==> src/rtl/semflag_pkg.sv <==
package semflag_pkg;

    typedef enum logic [1:0] {
        HOLD_NONE  = 2'd0,
        HOLD_LEFT  = 2'd1,
        HOLD_RIGHT = 2'd2
    } holder_e;

    typedef struct packed {
        logic claim;
        logic free;
    } wr_req_t;

    typedef struct packed {
        holder_e holder;
        logic    wait_l;
        logic    wait_r;
    } flag_state_t;

    // releases first, then new claims become waiting, then a free flag is granted
    function automatic flag_state_t flag_next(input flag_state_t cur,
                                              input wr_req_t     lreq,
                                              input wr_req_t     rreq);
        flag_state_t nxt;
        nxt = cur;
        if (lreq.free) begin
            nxt.wait_l = 1'b0;
            if (nxt.holder == HOLD_LEFT) nxt.holder = HOLD_NONE;
        end
        if (rreq.free) begin
            nxt.wait_r = 1'b0;
            if (nxt.holder == HOLD_RIGHT) nxt.holder = HOLD_NONE;
        end
        if (lreq.claim && nxt.holder != HOLD_LEFT)  nxt.wait_l = 1'b1;
        if (rreq.claim && nxt.holder != HOLD_RIGHT) nxt.wait_r = 1'b1;
        if (nxt.holder == HOLD_NONE) begin
            if (nxt.wait_l) begin
                nxt.holder = HOLD_LEFT;
                nxt.wait_l = 1'b0;
            end else if (nxt.wait_r) begin
                nxt.holder = HOLD_RIGHT;
                nxt.wait_r = 1'b0;
            end
        end
        return nxt;
    endfunction

endpackage

==> src/rtl/semflag_port_front.sv <==
module semflag_port_front
    import semflag_pkg::*;
#(
    parameter int ADDR_W = 14,
    parameter int DATA_W = 16,
    parameter int IDX_W  = 3
) (
    input  logic              clk,
    input  logic              rst,
    input  logic              sem_n,
    input  logic              ce_n,
    input  logic              oe_n,
    input  logic              rw,
    input  logic              ub_n,
    input  logic              lb_n,
    input  logic [ADDR_W-1:0] addr,
    input  logic [DATA_W-1:0] wdata,
    output logic              wr_fire,
    output logic [IDX_W-1:0]  idx,
    output logic              wr_val,
    output logic              rd_on,
    output logic              bad_combo
);
    logic rw_q;
    logic acc_ok;
    logic unused_bits;

    always_ff @(posedge clk) begin
        if (rst) rw_q <= 1'b1;
        else     rw_q <= rw;
    end

    assign acc_ok    = !sem_n && ce_n;
    assign wr_fire   = acc_ok && rw && !rw_q;
    assign rd_on     = acc_ok && rw && !oe_n;
    assign idx       = addr[IDX_W-1:0];
    assign wr_val    = wdata[0];
    assign bad_combo = !sem_n && !ce_n && (!ub_n || !lb_n);

    assign unused_bits = ^{addr[ADDR_W-1:IDX_W], wdata[DATA_W-1:1]};
endmodule

==> src/rtl/semflag_bank.sv <==
module semflag_bank
    import semflag_pkg::*;
#(
    parameter int NUM_FLAGS = 8,
    parameter int IDX_W     = 3
) (
    input  logic                            clk,
    input  logic                            rst,
    input  logic                            l_fire,
    input  logic [IDX_W-1:0]                l_idx,
    input  logic                            l_val,
    input  logic                            r_fire,
    input  logic [IDX_W-1:0]                r_idx,
    input  logic                            r_val,
    output flag_state_t [NUM_FLAGS-1:0]     flags_q
);
    for (genvar g = 0; g < NUM_FLAGS; g++) begin : g_flag
        wr_req_t     lreq;
        wr_req_t     rreq;
        flag_state_t st_q;
        logic        l_hit;
        logic        r_hit;

        assign l_hit      = l_fire && (l_idx == IDX_W'(g));
        assign r_hit      = r_fire && (r_idx == IDX_W'(g));
        assign lreq.claim = l_hit && !l_val;
        assign lreq.free  = l_hit && l_val;
        assign rreq.claim = r_hit && !r_val;
        assign rreq.free  = r_hit && r_val;

        always_ff @(posedge clk) begin
            if (rst) st_q <= '0;
            else     st_q <= flag_next(st_q, lreq, rreq);
        end

        assign flags_q[g] = st_q;
    end
endmodule

==> src/rtl/semflag_read_drive.sv <==
module semflag_read_drive
    import semflag_pkg::*;
#(
    parameter int      NUM_FLAGS = 8,
    parameter int      IDX_W     = 3,
    parameter int      DATA_W    = 16,
    parameter holder_e MINE      = HOLD_LEFT
) (
    input  flag_state_t [NUM_FLAGS-1:0] flags,
    input  logic                        rd_on,
    input  logic [IDX_W-1:0]            idx,
    output logic [DATA_W-1:0]           rdata,
    output logic                        rdrive
);
    holder_e sel_holder;
    logic    seen_bit;

    assign sel_holder = flags[idx].holder;
    assign seen_bit   = (sel_holder != MINE);
    assign rdata      = rd_on ? {DATA_W{seen_bit}} : '0;
    assign rdrive     = rd_on;
endmodule

==> src/rtl/semflag_unit.sv <==
module semflag_unit
    import semflag_pkg::*;
#(
    parameter int NUM_FLAGS = 8,
    parameter int ADDR_W    = 14,
    parameter int DATA_W    = 16
) (
    input  logic              clk,
    input  logic              rst,
    input  logic              l_sem_n,
    input  logic              l_ce_n,
    input  logic              l_oe_n,
    input  logic              l_rw,
    input  logic              l_ub_n,
    input  logic              l_lb_n,
    input  logic [ADDR_W-1:0] l_addr,
    input  logic [DATA_W-1:0] l_wdata,
    output logic [DATA_W-1:0] l_rdata,
    output logic              l_rdrive,
    output logic              l_err,
    input  logic              r_sem_n,
    input  logic              r_ce_n,
    input  logic              r_oe_n,
    input  logic              r_rw,
    input  logic              r_ub_n,
    input  logic              r_lb_n,
    input  logic [ADDR_W-1:0] r_addr,
    input  logic [DATA_W-1:0] r_wdata,
    output logic [DATA_W-1:0] r_rdata,
    output logic              r_rdrive,
    output logic              r_err
);
    localparam int IDX_W = $clog2(NUM_FLAGS);

    logic             l_fire, r_fire;
    logic [IDX_W-1:0] l_idx, r_idx;
    logic             l_val, r_val;
    logic             l_rd, r_rd;
    flag_state_t [NUM_FLAGS-1:0] flags_q;

    semflag_port_front #(.ADDR_W(ADDR_W), .DATA_W(DATA_W), .IDX_W(IDX_W)) u_front_l (
        .clk(clk), .rst(rst),
        .sem_n(l_sem_n), .ce_n(l_ce_n), .oe_n(l_oe_n), .rw(l_rw),
        .ub_n(l_ub_n), .lb_n(l_lb_n), .addr(l_addr), .wdata(l_wdata),
        .wr_fire(l_fire), .idx(l_idx), .wr_val(l_val), .rd_on(l_rd), .bad_combo(l_err)
    );

    semflag_port_front #(.ADDR_W(ADDR_W), .DATA_W(DATA_W), .IDX_W(IDX_W)) u_front_r (
        .clk(clk), .rst(rst),
        .sem_n(r_sem_n), .ce_n(r_ce_n), .oe_n(r_oe_n), .rw(r_rw),
        .ub_n(r_ub_n), .lb_n(r_lb_n), .addr(r_addr), .wdata(r_wdata),
        .wr_fire(r_fire), .idx(r_idx), .wr_val(r_val), .rd_on(r_rd), .bad_combo(r_err)
    );

    semflag_bank #(.NUM_FLAGS(NUM_FLAGS), .IDX_W(IDX_W)) u_bank (
        .clk(clk), .rst(rst),
        .l_fire(l_fire), .l_idx(l_idx), .l_val(l_val),
        .r_fire(r_fire), .r_idx(r_idx), .r_val(r_val),
        .flags_q(flags_q)
    );

    semflag_read_drive #(.NUM_FLAGS(NUM_FLAGS), .IDX_W(IDX_W), .DATA_W(DATA_W),
                         .MINE(HOLD_LEFT)) u_rd_l (
        .flags(flags_q), .rd_on(l_rd), .idx(l_idx), .rdata(l_rdata), .rdrive(l_rdrive)
    );

    semflag_read_drive #(.NUM_FLAGS(NUM_FLAGS), .IDX_W(IDX_W), .DATA_W(DATA_W),
                         .MINE(HOLD_RIGHT)) u_rd_r (
        .flags(flags_q), .rd_on(r_rd), .idx(r_idx), .rdata(r_rdata), .rdrive(r_rdrive)
    );
endmodule

==> config.mk <==
export PLATFORM = sky130hd
export DESIGN_NAME = semflag_unit
export DESIGN_NICKNAME = d
export VERILOG_FILES = /design/src/rtl/semflag_pkg.sv /design/src/rtl/semflag_port_front.sv /design/src/rtl/semflag_bank.sv /design/src/rtl/semflag_read_drive.sv /design/src/rtl/semflag_unit.sv
export SDC_FILE = /design/constraint.sdc
export NUM_CORES = 1
export LEC_CHECK = 0
export ABC_AREA = 1
export BUFFER_PORTS_ARGS = -buffer_cell sky130_fd_sc_hd__buf_2
export CAP_MARGIN = 20
export CORE_AREA = 2 2 84 78
export CTS_CLUSTER_DIAMETER = 80
export DETAILED_ROUTE_END_ITERATION = 10
export DIE_AREA = 0 0 86 80
export GPL_TIMING_DRIVEN = 0
export PLACE_DENSITY = 0.69
export SLEW_MARGIN = 40
export SYNTH_ARGS = -nofsm -noshare
export SYNTH_HDL_FRONTEND = slang
export SYNTH_SLANG_ARGS = --single-unit
==> constraint.sdc <==
create_clock -name clk -period 4.85 [get_ports clk]
set_clock_uncertainty 0.05 [all_clocks]
set_input_delay 0.2425 -clock clk [delete_from_list [all_inputs] [get_ports clk]]
set_output_delay 0.2425 -clock clk [all_outputs]
set_load 0.01 [all_outputs]
==> metrics.md, run 1 <==
| Metric | Value |
|---|---|
| Post-synth net total | `434` |
| Remaining global-route overflow | `0` |
| Final WL | `6.21 mm` |
| Status | `complete, no violations` |
| Synth Area per Inst | `6.55 um2` |
| Critical path fanouts, max | `16` |
| Worst Hold Launch | `r_rw` |
| Antenna fix cells | `0` |
| Wirelength per Cell | `12.5 um` |
| DRC violation total after the first TritonRoute iteration | `161` |
| Via count | `2501` |
| Placer Congestion | `0.997` |
| Unrepaired setup endpoints after global routing | `false` |
| Global-route wire length before repair | `10.3 mm` |
| End of the worst register-to-register path | `u_bank.flags_q[28]` |
| Pin count of the biggest net entering global routing | `17` |
| Reg-to-reg setup timing slack | `3.38 ns` |
| Quantity of hold-fixing buffers added after cts | `0` |
| Worst-case vdd ir drop | `0.0969 mV` |
| Number of max-cap violations | `0` |
| Cell row count | `27` |
| CTS Root Cell | `sky130_fd_sc_hd__clkbuf_8` |
| Synthesis-stage register bit count | `34` |
| Antenna violations before repair | `0` |
| Bufs on Longest Clock Path | `2` |
| Required time of the critical path | `4.56 ns` |
| Final Setup Violations | `0` |
| Transition time of the tightest slew-check pin | `0.581 ns` |
| Post-synthesis to final-layout area growth | `20.2%` |
| Slew margin rel. | `61.3%` |
| Hold Crit Depth | `2` |
| H-tree Lvls | `2` |
| Share of the core filled with cells in the final layout | `47.4%` |
| Number of vias per cell | `5.03` |
| Clock sink count | `34` |
| Top achievable clock speed | `430 MHz` |
| Post-detailed-route count of antenna-violating nets | `0` |
| CTS tree | `built` |
| Yosys Warn Count | `0` |
| Final max-slew violation count | `0` |
| Distinct cell type count of the synthesized netlist | `32` |
| Global Route Usage Sum | `18.8%` |
| Clock transition at the registers of the reported paths | `0.07 ns` |
| Post-placement cell count | `489` |
| FF-to-FF Start | `u_front_r.rw_q` |
| Final standard cell count with taps included and fillers excluded | `497` |
| Starting density of the core | `39.4%` |
| Fin Setup TNS | `0 ns` |
| Final std cell area, no fill | `0.00283 mm2` |
| Number of fill cells | `608` |
| Hold crit path type | `in2reg` |
| Worst Setup End Kind | `output port` |
| Post-Synthesis Cells | `360` |
| Crit path arrival time | `2.03 ns` |
| Post-DP Area | `0.00273 mm2` |
| Number of CTS-inserted buffers | `5` |
| Sequential fraction of the synthesis area | `28.9%` |
| Period utilisation layout | `48.0%` |
| Latest clock arrival within the worst-skew pair | `0.29 ns` |
| Horizontal die dimension | `86 um` |
| Lkg Pwr | `1.36 nW` |
| Core Footprint | `0.00598 mm2` |
| Die H | `80 um` |
| Critical path type | `reg2out` |
| Net count of the finished layout | `498` |
| Cell area power density | `204 mW/mm2` |
| Detailed-route DRC error count | `0` |
| Via count of the first global-routing pass | `2223` |
| Number of hold violations in the final report | `0` |
| Number of iterations in the first detailed-routing pass | `4` |
| Number of I/O port buffers | `57` |
| Area of the mapped netlist | `0.00236 mm2` |
| Proportion of layout cells with a drive suffix above 1 | `32.2%` |
| Number of cells traversed by the worst register-to-register path | `7` |
| Startpoint types | `register` |
| PostCTS Resize Cnt | `0` |
| Die area | `0.00688 mm2` |
| Hpwl dp | `4.81 mm` |
| Worst Hold Path EP | `u_front_r.rw_q` |
| # IOs | `110` |
| Number of buffers inserted to repair setup after CTS | `0` |
| Crit path time final | `2.33 ns` |
## power by group
part	internal (W)	total [W]	switching [W]
Combinational	0.0000285	0.0000755	0.0000470
Sequential	0.000280	0.000282	0.00000125
Clock	0.000114	0.000221	0.000107
Total	0.000423	0.000578	0.000155
## stage by stage
| step | setup WS, ns | hold slack, ns | total power (W) |
|---|---|---|---|
| 2_1_floorplan | 2.89 | 0.296 | 0.000332 |
| 3_3_place_gp | 2.50 | 0.415 | 0.000363 |
| 3_5_place_dp | 2.40 | 0.416 | 0.000363 |
| 4_1_cts | 2.25 | 0.115 | 0.000582 |
| 5_1_grt | 2.35 | 0.123 | 0.000603 |
| 6_report | 2.52 | 0.118 | 0.000578 |
## routing by layer
layer | vias to the layer above | GRT usage, % | routed length [um] | part of all wire [%]
li1 | 1298 | - | - | -
met4 | 0 | 7.46 | 104 | 1.7
met2 | 92 | 31.6 | 2970 | 48
met1 | 1100 | 23.8 | 2660 | 43
met3 | 11 | 3.10 | 474 | 7.6
met5 | - | 0 | 0 | 0
## cells in the final DEF (no fill, tap or decap), types with 2 or more instances in the layout
| cell type | Yosys | routed |
|---|---|---|
| sky130_fd_sc_hd__buf_2 | 1 | 58 |
| sky130_fd_sc_hd__nor2_4 | 2 | 2 |
| sky130_fd_sc_hd__clkbuf_8 | 0 | 6 |
| sky130_fd_sc_hd__a21oi_1 | 19 | 19 |
| sky130_fd_sc_hd__clkbuf_1 | 2 | 2 |
| sky130_fd_sc_hd__inv_2 | 8 | 8 |
| sky130_fd_sc_hd__o21a_1 | 3 | 3 |
| sky130_fd_sc_hd__nand3_2 | 2 | 2 |
| sky130_fd_sc_hd__nor2_1 | 37 | 35 |
| sky130_fd_sc_hd__dfxtp_1 | 34 | 34 |
| sky130_fd_sc_hd__o31ai_1 | 2 | 2 |
| sky130_fd_sc_hd__nor3_1 | 3 | 3 |
| sky130_fd_sc_hd__o2111ai_1 | 9 | 9 |
| sky130_fd_sc_hd__o211ai_1 | 3 | 3 |
| sky130_fd_sc_hd__nand3_1 | 17 | 17 |
| sky130_fd_sc_hd__inv_1 | 34 | 34 |
| sky130_fd_sc_hd__buf_6 | 2 | 2 |
| sky130_fd_sc_hd__nand4_1 | 12 | 12 |
| sky130_fd_sc_hd__o21ai_1 | 3 | 3 |
| sky130_fd_sc_hd__o21ai_0 | 7 | 7 |
| sky130_fd_sc_hd__nand2_2 | 7 | 7 |
| sky130_fd_sc_hd__buf_4 | 31 | 31 |
| sky130_fd_sc_hd__or2_2 | 2 | 2 |
| sky130_fd_sc_hd__nor3b_1 | 2 | 2 |
| sky130_fd_sc_hd__o21ai_2 | 3 | 3 |
| sky130_fd_sc_hd__o22ai_1 | 9 | 9 |
| sky130_fd_sc_hd__nor2_2 | 12 | 14 |
| sky130_fd_sc_hd__nand2_1 | 88 | 88 |
| sky130_fd_sc_hd__o221ai_1 | 2 | 2 |
## state kept, by name (all words and copies together) (netlist names)
signal / flops
u_front_r.rw_q: 1
u_front_l.rw_q: 1
u_bank.flags_q: 32
## final cells by class
cell class / count / area [um2] / area share, %
Tap cell: 72 / 90.1 / 3.18
Clock buffer: 6 / 82.6 / 2.92
Timing Repair Buffer: 57 / 285 / 10.1
Inverter: 42 / 158 / 5.57
Buffer: 37 / 277 / 9.76
Clock inverter: 2 / 12.5 / 0.442
Sequential cell: 34 / 681 / 24.0
Multi-Input combinational cell: 247 / 1250 / 44.0
## critical path: stages, from the launching register on
cell                       delay, ns
sky130_fd_sc_hd__dfxtp_1        0.34
sky130_fd_sc_hd__inv_1          0.12
sky130_fd_sc_hd__nor2_1         0.06
sky130_fd_sc_hd__a21oi_1        0.17
sky130_fd_sc_hd__o221ai_1       0.14
sky130_fd_sc_hd__nand4_1        0.11
sky130_fd_sc_hd__nand2_1        0.07
sky130_fd_sc_hd__nor2_2         0.42
sky130_fd_sc_hd__buf_4          0.20
sky130_fd_sc_hd__buf_2          0.12
## worst max path at each step
stage	from	endpoint	slack (ns)	depth (start not counted)
final	u_bank.flags_q[7]	r_rdata[4]	2.52	9
after global routing	u_bank.flags_q[7]	r_rdata[4]	2.35	9
after CTS	u_bank.flags_q[6]	l_rdata[6]	2.25	9
after detailed placement	l_addr[1]	l_rdata[6]	2.40	11
after global placement	l_addr[1]	l_rdata[12]	2.50	11
after floorplan	l_addr[1]	l_rdata[10]	2.89	9
## cells by family (layout without fill, tap and decap cells)
family / count (synthesis) / count (layout) / share of synthesized area [%]
DFF: 34 / 34 / 28.9
AOI/OAI and AO/OA: 62 / 62 / 17.0
buffers and inverters: 79 / 144 / 18.4
and+or+nand+nor: 185 / 185 / 35.7
## synth_stat cells
| master | instances | area, um2 |
|---|---|---|
| sky130_fd_sc_hd__clkbuf_1 | 2 | 7.51 |
| sky130_fd_sc_hd__o2111ai_1 | 9 | 78.8 |
| sky130_fd_sc_hd__buf_4 | 31 | 233 |
| sky130_fd_sc_hd__o22ai_1 | 9 | 56.3 |
| sky130_fd_sc_hd__nand3_1 | 17 | 85.1 |
| sky130_fd_sc_hd__o21ai_2 | 3 | 26.3 |
| sky130_fd_sc_hd__o221ai_1 | 2 | 17.5 |
| sky130_fd_sc_hd__nor3_1 | 3 | 15.0 |
| sky130_fd_sc_hd__dfxtp_1 | 34 | 681 |
| sky130_fd_sc_hd__nor2_4 | 2 | 22.5 |
| sky130_fd_sc_hd__buf_2 | 1 | 5.00 |
| sky130_fd_sc_hd__o211ai_1 | 3 | 22.5 |
| sky130_fd_sc_hd__nor3b_1 | 2 | 15.0 |
| sky130_fd_sc_hd__o31ai_1 | 2 | 15.0 |
| sky130_fd_sc_hd__o21a_1 | 3 | 22.5 |
| sky130_fd_sc_hd__dlygate4sd1_1 | 1 | 8.76 |
| sky130_fd_sc_hd__o21ai_0 | 7 | 35.0 |
| sky130_fd_sc_hd__nand3b_1 | 1 | 7.51 |
| sky130_fd_sc_hd__or2_2 | 2 | 12.5 |
| sky130_fd_sc_hd__o21ai_1 | 3 | 15.0 |
| sky130_fd_sc_hd__a21oi_1 | 19 | 95.1 |
| sky130_fd_sc_hd__a211o_1 | 1 | 8.76 |
| sky130_fd_sc_hd__nor2_2 | 12 | 75.1 |
| sky130_fd_sc_hd__buf_6 | 2 | 22.5 |
| sky130_fd_sc_hd__nor2_1 | 37 | 139 |
| sky130_fd_sc_hd__nand2_1 | 88 | 330 |
| sky130_fd_sc_hd__nand3_2 | 2 | 20.0 |
| sky130_fd_sc_hd__inv_2 | 8 | 30.0 |
| sky130_fd_sc_hd__nand4_1 | 12 | 75.1 |
| sky130_fd_sc_hd__inv_1 | 34 | 128 |
| sky130_fd_sc_hd__o311ai_0 | 1 | 8.76 |
| sky130_fd_sc_hd__nand2_2 | 7 | 43.8 |
(Power assumes the default switching activity.)
==> inputs of run 2 (changes only) <==
clock period = 2.4 ns   (was 4.85 ns; I/O delays follow)
==> run 2 against run 1 <==
  * Sequential power is 100% higher
  * First-iteration DRC count is 5.6% higher
  * Combinational power is 100% higher
  * Cell count grew 0.20%
  * Register-to-register slack worse by 2.5 ns
  * Clock-buffer cell count did not move
  * Design area is 0.35% higher
  * Sequential cell count did not move
  * Critical endpoint unchanged
  * Highest routed layer unchanged
==> metrics.md, run 2 (synthesis gave the netlist of run 1 again) <==
| Metric | Value |
|---|---|
| H-tree Lvls | `2 (unchanged)` |
| FF-to-FF Start | `u_front_r.rw_q (unchanged)` |
| Worst Setup End Kind | `output port (unchanged)` |
| Final std cell area, no fill | `0.00284 mm2 (was 0.00283 mm2)` |
| Most used cells in the layout excluding fill and tap cells | `88 x sky130_fd_sc_hd__nand2_1, 58 x sky130_fd_sc_hd__buf_2, 35 x sky130_fd_sc_hd__nor2_1, 34 x sky130_fd_sc_hd__inv_1, 34 x sky130_fd_sc_hd__dfxtp_1 (unchanged)` |
| Number of max-cap violations | `0 (unchanged)` |
| Post-detailed-route count of antenna-violating nets | `0 (unchanged)` |
| Number of hold violations in the final report | `0 (unchanged)` |
| Remaining global-route overflow | `0 (unchanged)` |
| Lkg Pwr | `1.36 nW (about the same)` |
| Wirelength per Cell | `12.5 um (about the same)` |
| Unrepaired setup endpoints after global routing | `false (unchanged)` |
| Global-route wire length before repair | `10.3 mm (about the same)` |
| Clock transition at the registers of the reported paths | `0.07 ns (about the same)` |
| Crit path arrival time | `2.04 ns (was 2.03 ns)` |
| Crit path time final | `2.21 ns` |
| Number of buffers inserted to repair setup after CTS | `0 (unchanged)` |
| Via count of the first global-routing pass | `2227 (was 2223)` |
| Cell row count | `27 (unchanged)` |
| Die H | `80 um (unchanged)` |
| Horizontal die dimension | `86 um (unchanged)` |
| Number of cells traversed by the worst register-to-register path | `7 (unchanged)` |
| # IOs | `110 (unchanged)` |
| Period utilisation layout | `92.0%` |
| Required time of the critical path | `2.23 ns (was 4.56 ns)` |
| CTS Root Cell | `sky130_fd_sc_hd__clkbuf_8 (unchanged)` |
| Latest clock arrival within the worst-skew pair | `0.29 ns (about the same)` |
| Critical path type | `reg2out (unchanged)` |
| Antenna fix cells | `0 (unchanged)` |
| Slew margin rel. | `61.1% (was 61.3%)` |
| Global Route Usage Sum | `18.8% (about the same)` |
| Crit path capture | `r_rdata[4] (unchanged)` |
| Antenna violations before repair | `0 (unchanged)` |
| Detailed-route DRC error count | `0 (unchanged)` |
| Number of iterations in the first detailed-routing pass | `4 (unchanged)` |
| Top achievable clock speed | `453 MHz` |
| Final Setup Violations | `0 (unchanged)` |
| Final Power | `0.00116 W (was 0.000578 W)` |
| Number of CTS-inserted buffers | `5 (unchanged)` |
| Placer Congestion | `0.997 (unchanged)` |
| DRC violation total after the first TritonRoute iteration | `170 (was 161)` |
| Post-DP Area | `0.00273 mm2 (unchanged)` |
| Number of I/O port buffers | `57 (unchanged)` |
| Hpwl dp | `4.81 mm (unchanged)` |
| CTS tree | `built (unchanged)` |
| CP startpoint | `u_bank.flags_q[7] (unchanged)` |
| Worst hold-check slack | `0.0146 ns (was 0.118 ns)` |
| Startpoint types | `register (unchanged)` |
| Clock sink count | `34 (unchanged)` |
| Bufs on Longest Clock Path | `2 (unchanged)` |
| Worst-case vdd ir drop | `0.194 mV (was 0.0969 mV)` |
| Net count of the finished layout | `499 (was 498)` |
| Max FFs per register | `32 (unchanged)` |
| Status | `complete, no violations (unchanged)` |
| Critical path fanouts, max | `16 (unchanged)` |
| Pin count of the biggest net entering global routing | `17 (unchanged)` |
| Transition time of the tightest slew-check pin | `0.583 ns (was 0.581 ns)` |
| Reg-to-reg setup timing slack | `0.92 ns (was 3.38 ns)` |
| Commonest non-fill, non-tap cell in the layout | `sky130_fd_sc_hd__nand2_1 (unchanged)` |
| Proportion of layout cells with a drive suffix above 1 | `32.2% (about the same)` |
| Cell area power density | `409 mW/mm2 (was 204 mW/mm2)` |
| Fin Setup TNS | `0 ns (unchanged)` |
| Hold crit path type | `in2reg (unchanged)` |
| Starting density of the core | `39.4% (unchanged)` |
| End of the worst register-to-register path | `u_bank.flags_q[28] (unchanged)` |
| Number of vias per cell | `5.02 (was 5.03)` |
| Post-synthesis to final-layout area growth | `20.6% (was 20.2%)` |
| Die area | `0.00688 mm2 (unchanged)` |
| Core Footprint | `0.00598 mm2 (unchanged)` |
| Via count | `2502 (was 2501)` |
| Final WL | `6.21 mm (about the same)` |
| Final max-slew violation count | `0 (unchanged)` |
-- run 2: cell types whose count changed in the layout (fill, tap and decap cells not counted), sizes merged --
cell	previous run	this run
dlygate4sd3	0	1
-- run 2: through the flow --
step           utilization [%]  setup WS (ns)  std cells
5_1_grt                   47.5         0.0252        498
3_3_place_gp              45.7          0.296        489
4_1_cts                   47.5          0.189        498
2_1_floorplan                -          0.583        360
6_report                  47.5          0.191        498
3_5_place_dp              45.7          0.195        489
-- run 2: power breakdown --
group / total (W) / internal, W / switching [W]
clock network: 0.000440 / 0.000230 / 0.000210
registers: 0.000569 / 0.000566 / 0.00000253
logic: 0.000154 / 0.0000586 / 0.0000953
total: 0.00116 / 0.000855 / 0.000308
-- run 2: cell type report --
| type | instances | area [um2] |
|---|---|---|
| sequential | 34 | 681 |
| tap | 72 | 90.1 |
| inverter | 42 | 158 |
| timing repair buffer | 58 | 295 |
| fill | 607 | 3140 |
| clock buffer | 6 | 82.6 |
| buffer | 37 | 277 |
| clock inverter | 2 | 12.5 |
| multi-input combinational | 247 | 1250 |
-- run 2: what timing repair did --
action                                  4_1_cts  5_1_grt
gates resized for setup                       2        0
endpoints found under the setup margin       30        0
endpoints found under the hold margin         1        0
hold buffers                                  1        0
-- run 2: layer usage --
layer | part of all wire, % | wire length (um) | vias up | track usage (%)
met5 | 0 | 0 | - | 0
met4 | 2.0 | 127 | 0 | 7.46
met3 | 7.4 | 457 | 13 | 3.10
met2 | 48 | 2960 | 92 | 31.8
met1 | 43 | 2670 | 1098 | 23.8
li1 | - | - | 1299 | -
-- run 2: worst max-delay path: stages (launching register included) --
cell	delay, ns
sky130_fd_sc_hd__dfxtp_1	0.33
sky130_fd_sc_hd__inv_1	0.12
sky130_fd_sc_hd__nor2_1	0.06
sky130_fd_sc_hd__a21oi_1	0.18
sky130_fd_sc_hd__o221ai_1	0.14
sky130_fd_sc_hd__nand4_1	0.11
sky130_fd_sc_hd__nand2_1	0.07
sky130_fd_sc_hd__nor2_2	0.42
sky130_fd_sc_hd__buf_4	0.20
sky130_fd_sc_hd__buf_2	0.12
-- run 2: worst min-delay path by stage --
stage | from | end | cells after the start | slack (ns)
floorplan | rst | u_front_l.rw_q | 1 | 0.17
global placement | r_rw | u_front_r.rw_q | 2 | 0.29
detailed placement | r_rw | u_front_r.rw_q | 2 | 0.29
CTS | l_rw | u_front_l.rw_q | 2 | 0.02
global route | l_rw | u_front_l.rw_q | 2 | 0.02
finish | l_rw | u_front_l.rw_q | 2 | 0.01
==> inputs of run 3 (changes only) <==
RECOVER_POWER = 25   (was not set)
clock period = 2.6 ns   (was 2.4 ns; I/O delays follow)
==> run 3 against run 2 <==
  * Setup slack gained 0.19 ns
  * Cell count shrank 0.20%
  * Die area is the same
  * Hold slack lost 0.0088 ns
  * Global-route usage shrank 0.065 points
  * Clock-buffer cell count is the same
  * Via count shrank 0.48%
  * Register-to-register slack lost 0.37 ns
  * Routed wire length grew 1.0%
  * Largest power group unchanged
==> metrics.md, run 3 (synthesis gave the netlist of run 1 again) <==
| Metric | Value |
|---|---|
| Fin Setup TNS | `0 ns (unchanged)` |
| Via count | `2490 (was 2502)` |
| Die H | `80 um (unchanged)` |
| Core Footprint | `0.00598 mm2 (unchanged)` |
| Clock sink count | `34 (unchanged)` |
| Proportion of layout cells with a drive suffix above 1 | `30.1% (was 32.2%)` |
| Worst Setup End Kind | `output port (unchanged)` |
| Number of hold violations in the final report | `0 (unchanged)` |
| Number of vias per cell | `5.01 (was 5.02)` |
| Die area | `0.00688 mm2 (unchanged)` |
| Detailed-route DRC error count | `0 (unchanged)` |
| CTS tree | `built (unchanged)` |
| Starting density of the core | `39.4% (unchanged)` |
| Crit path arrival time | `2.04 ns (about the same)` |
| Number of max-cap violations | `0 (unchanged)` |
| Hold crit path type | `in2reg (unchanged)` |
| CTS Root Cell | `sky130_fd_sc_hd__clkbuf_8 (unchanged)` |
| Crit path time final | `2.22 ns` |
| Number of iterations in the first detailed-routing pass | `4 (unchanged)` |
| Quantity of hold-fixing buffers added after cts | `0 (was 1)` |
| Lkg Pwr | `1.33 nW (was 1.36 nW)` |
| Unrepaired setup endpoints after global routing | `false (unchanged)` |
| Period utilisation layout | `85.3%` |
| Final max-slew violation count | `0 (unchanged)` |
| Number of I/O port buffers | `57 (unchanged)` |
| Most used cells in the layout excluding fill and tap cells | `88 x sky130_fd_sc_hd__nand2_1, 53 x sky130_fd_sc_hd__buf_2, 36 x sky130_fd_sc_hd__nor2_1, 34 x sky130_fd_sc_hd__inv_1, 34 x sky130_fd_sc_hd__dfxtp_1 (was 88 x sky130_fd_sc_hd__nand2_1, 58 x sky130_fd_sc_hd__buf_2, 35 x sky130_fd_sc_hd__nor2_1, 34 x sky130_fd_sc_hd__inv_1, 34 x sky130_fd_sc_hd__dfxtp_1)` |
| Latest clock arrival within the worst-skew pair | `0.29 ns (about the same)` |
| Max FFs per register | `32 (unchanged)` |
| Top achievable clock speed | `451 MHz` |
| Global Route Usage Sum | `18.8% (about the same)` |
| Number of buffers inserted to repair setup after CTS | `0 (unchanged)` |
| Remaining global-route overflow | `0 (unchanged)` |
| Cell row count | `27 (unchanged)` |
| Wirelength per Cell | `12.6 um (was 12.5 um)` |
| Startpoint types | `register (unchanged)` |
| Worst Setup Slack post-DPL | `0.375 ns (was 0.195 ns)` |
| Number of cells traversed by the worst register-to-register path | `8 (was 7)` |
| Net count of the finished layout | `498 (was 499)` |
| Antenna violations before repair | `0 (unchanged)` |
| Placer Congestion | `0.997 (unchanged)` |
| Final WL | `6.28 mm (was 6.21 mm)` |
| Horizontal die dimension | `86 um (unchanged)` |
| Antenna fix cells | `0 (unchanged)` |
| Slew margin rel. | `55.1% (was 61.1%)` |
| # IOs | `110 (unchanged)` |
| Commonest non-fill, non-tap cell in the layout | `sky130_fd_sc_hd__nand2_1 (unchanged)` |
| Required time of the critical path | `2.42 ns (was 2.23 ns)` |
| Status | `complete, no violations (unchanged)` |
| H-tree Lvls | `2 (unchanged)` |
| Number of CTS-inserted buffers | `5 (unchanged)` |
| Transition time of the tightest slew-check pin | `0.671 ns (was 0.583 ns)` |
| Worst hold-check slack | `0.00572 ns (was 0.0146 ns)` |
| Cell area power density | `384 mW/mm2 (was 409 mW/mm2)` |
| Final Power | `0.00108 W (was 0.00116 W)` |
| Post-placement cell count | `489 (unchanged)` |
| Post-synthesis to final-layout area growth | `18.9% (was 20.6%)` |
| Pin count of the biggest net entering global routing | `17 (unchanged)` |
| PostCTS Resize Cnt | `0 (was 2)` |
| DRC violation total after the first TritonRoute iteration | `161 (was 170)` |
| Hpwl dp | `4.81 mm (unchanged)` |
| Final standard cell count with taps included and fillers excluded | `497 (was 498)` |
| Global-route wire length before repair | `10.3 mm (about the same)` |
| Smallest setup slack after layout | `0.382 ns (was 0.191 ns)` |
| Critical path fanouts, max | `16 (unchanged)` |
| Via count of the first global-routing pass | `2223 (was 2227)` |
| Post-detailed-route count of antenna-violating nets | `0 (unchanged)` |
| Critical path type | `reg2out (unchanged)` |
| Bufs on Longest Clock Path | `2 (unchanged)` |
| Hold Crit Depth | `2 (unchanged)` |
| Worst-case vdd ir drop | `0.181 mV (was 0.194 mV)` |
| Final Setup Violations | `0 (unchanged)` |
| Clock transition at the registers of the reported paths | `0.07 ns (about the same)` |
run 3: per-stage QoR:
step | area [um2] | util [%]
after global routing | 2800 | 46.9
after CTS | 2830 | 47.3
after detailed placement | 2730 | 45.7
after global placement | 2730 | 45.7
final | 2800 | 46.9
after floorplan | 2360 | -
run 3: power by group:
| part | internal [W] | switching (W) | total, W |
|---|---|---|---|
| sequential | 0.000523 | 0.00000186 | 0.000525 |
| clock | 0.000213 | 0.000199 | 0.000412 |
| combinational | 0.0000517 | 0.0000876 | 0.000139 |
| total | 0.000787 | 0.000289 | 0.00108 |
run 3: routing by layer:
metal / track usage (%) / vias to the layer above / part of all wire [%]
met5: 0 / - / 0
met4: 7.46 / 0 / 2.0
met3: 3.10 / 13 / 6.5
met2: 31.6 / 74 / 47
met1: 23.8 / 1113 / 44
li1: - / 1290 / -
run 3: area by class of cell:
cell class / instances / area, um2
Buffer: 37 / 269
Clock buffer: 6 / 82.6
Clock inverter: 2 / 12.5
Fill cell: 616 / 3180
Inverter: 42 / 158
Multi-Input combinational cell: 247 / 1230
Sequential cell: 34 / 681
Tap cell: 72 / 90.1
Timing Repair Buffer: 57 / 279
run 3: worst paths after layout:
path / startpoint / end / slack (ns)
worst max register to register: u_front_l.rw_q / u_bank.flags_q[23] / 0.55
worst min-delay path: r_rw / u_front_r.rw_q / 0.006
worst min register to register: u_bank.flags_q[22] / u_bank.flags_q[22] / 0.47
worst max-delay path: u_bank.flags_q[7] / r_rdata[4] / 0.38
run 3: worst max-delay path, cell delays in order (launching register included):
cell                       delay (ns)
sky130_fd_sc_hd__dfxtp_1         0.33
sky130_fd_sc_hd__inv_1           0.12
sky130_fd_sc_hd__nor2_1          0.06
sky130_fd_sc_hd__a21oi_1         0.18
sky130_fd_sc_hd__o221ai_1        0.14
sky130_fd_sc_hd__nand4_1         0.11
sky130_fd_sc_hd__nand2_1         0.07
sky130_fd_sc_hd__nor2_2          0.42
sky130_fd_sc_hd__buf_4           0.20
sky130_fd_sc_hd__buf_2           0.12
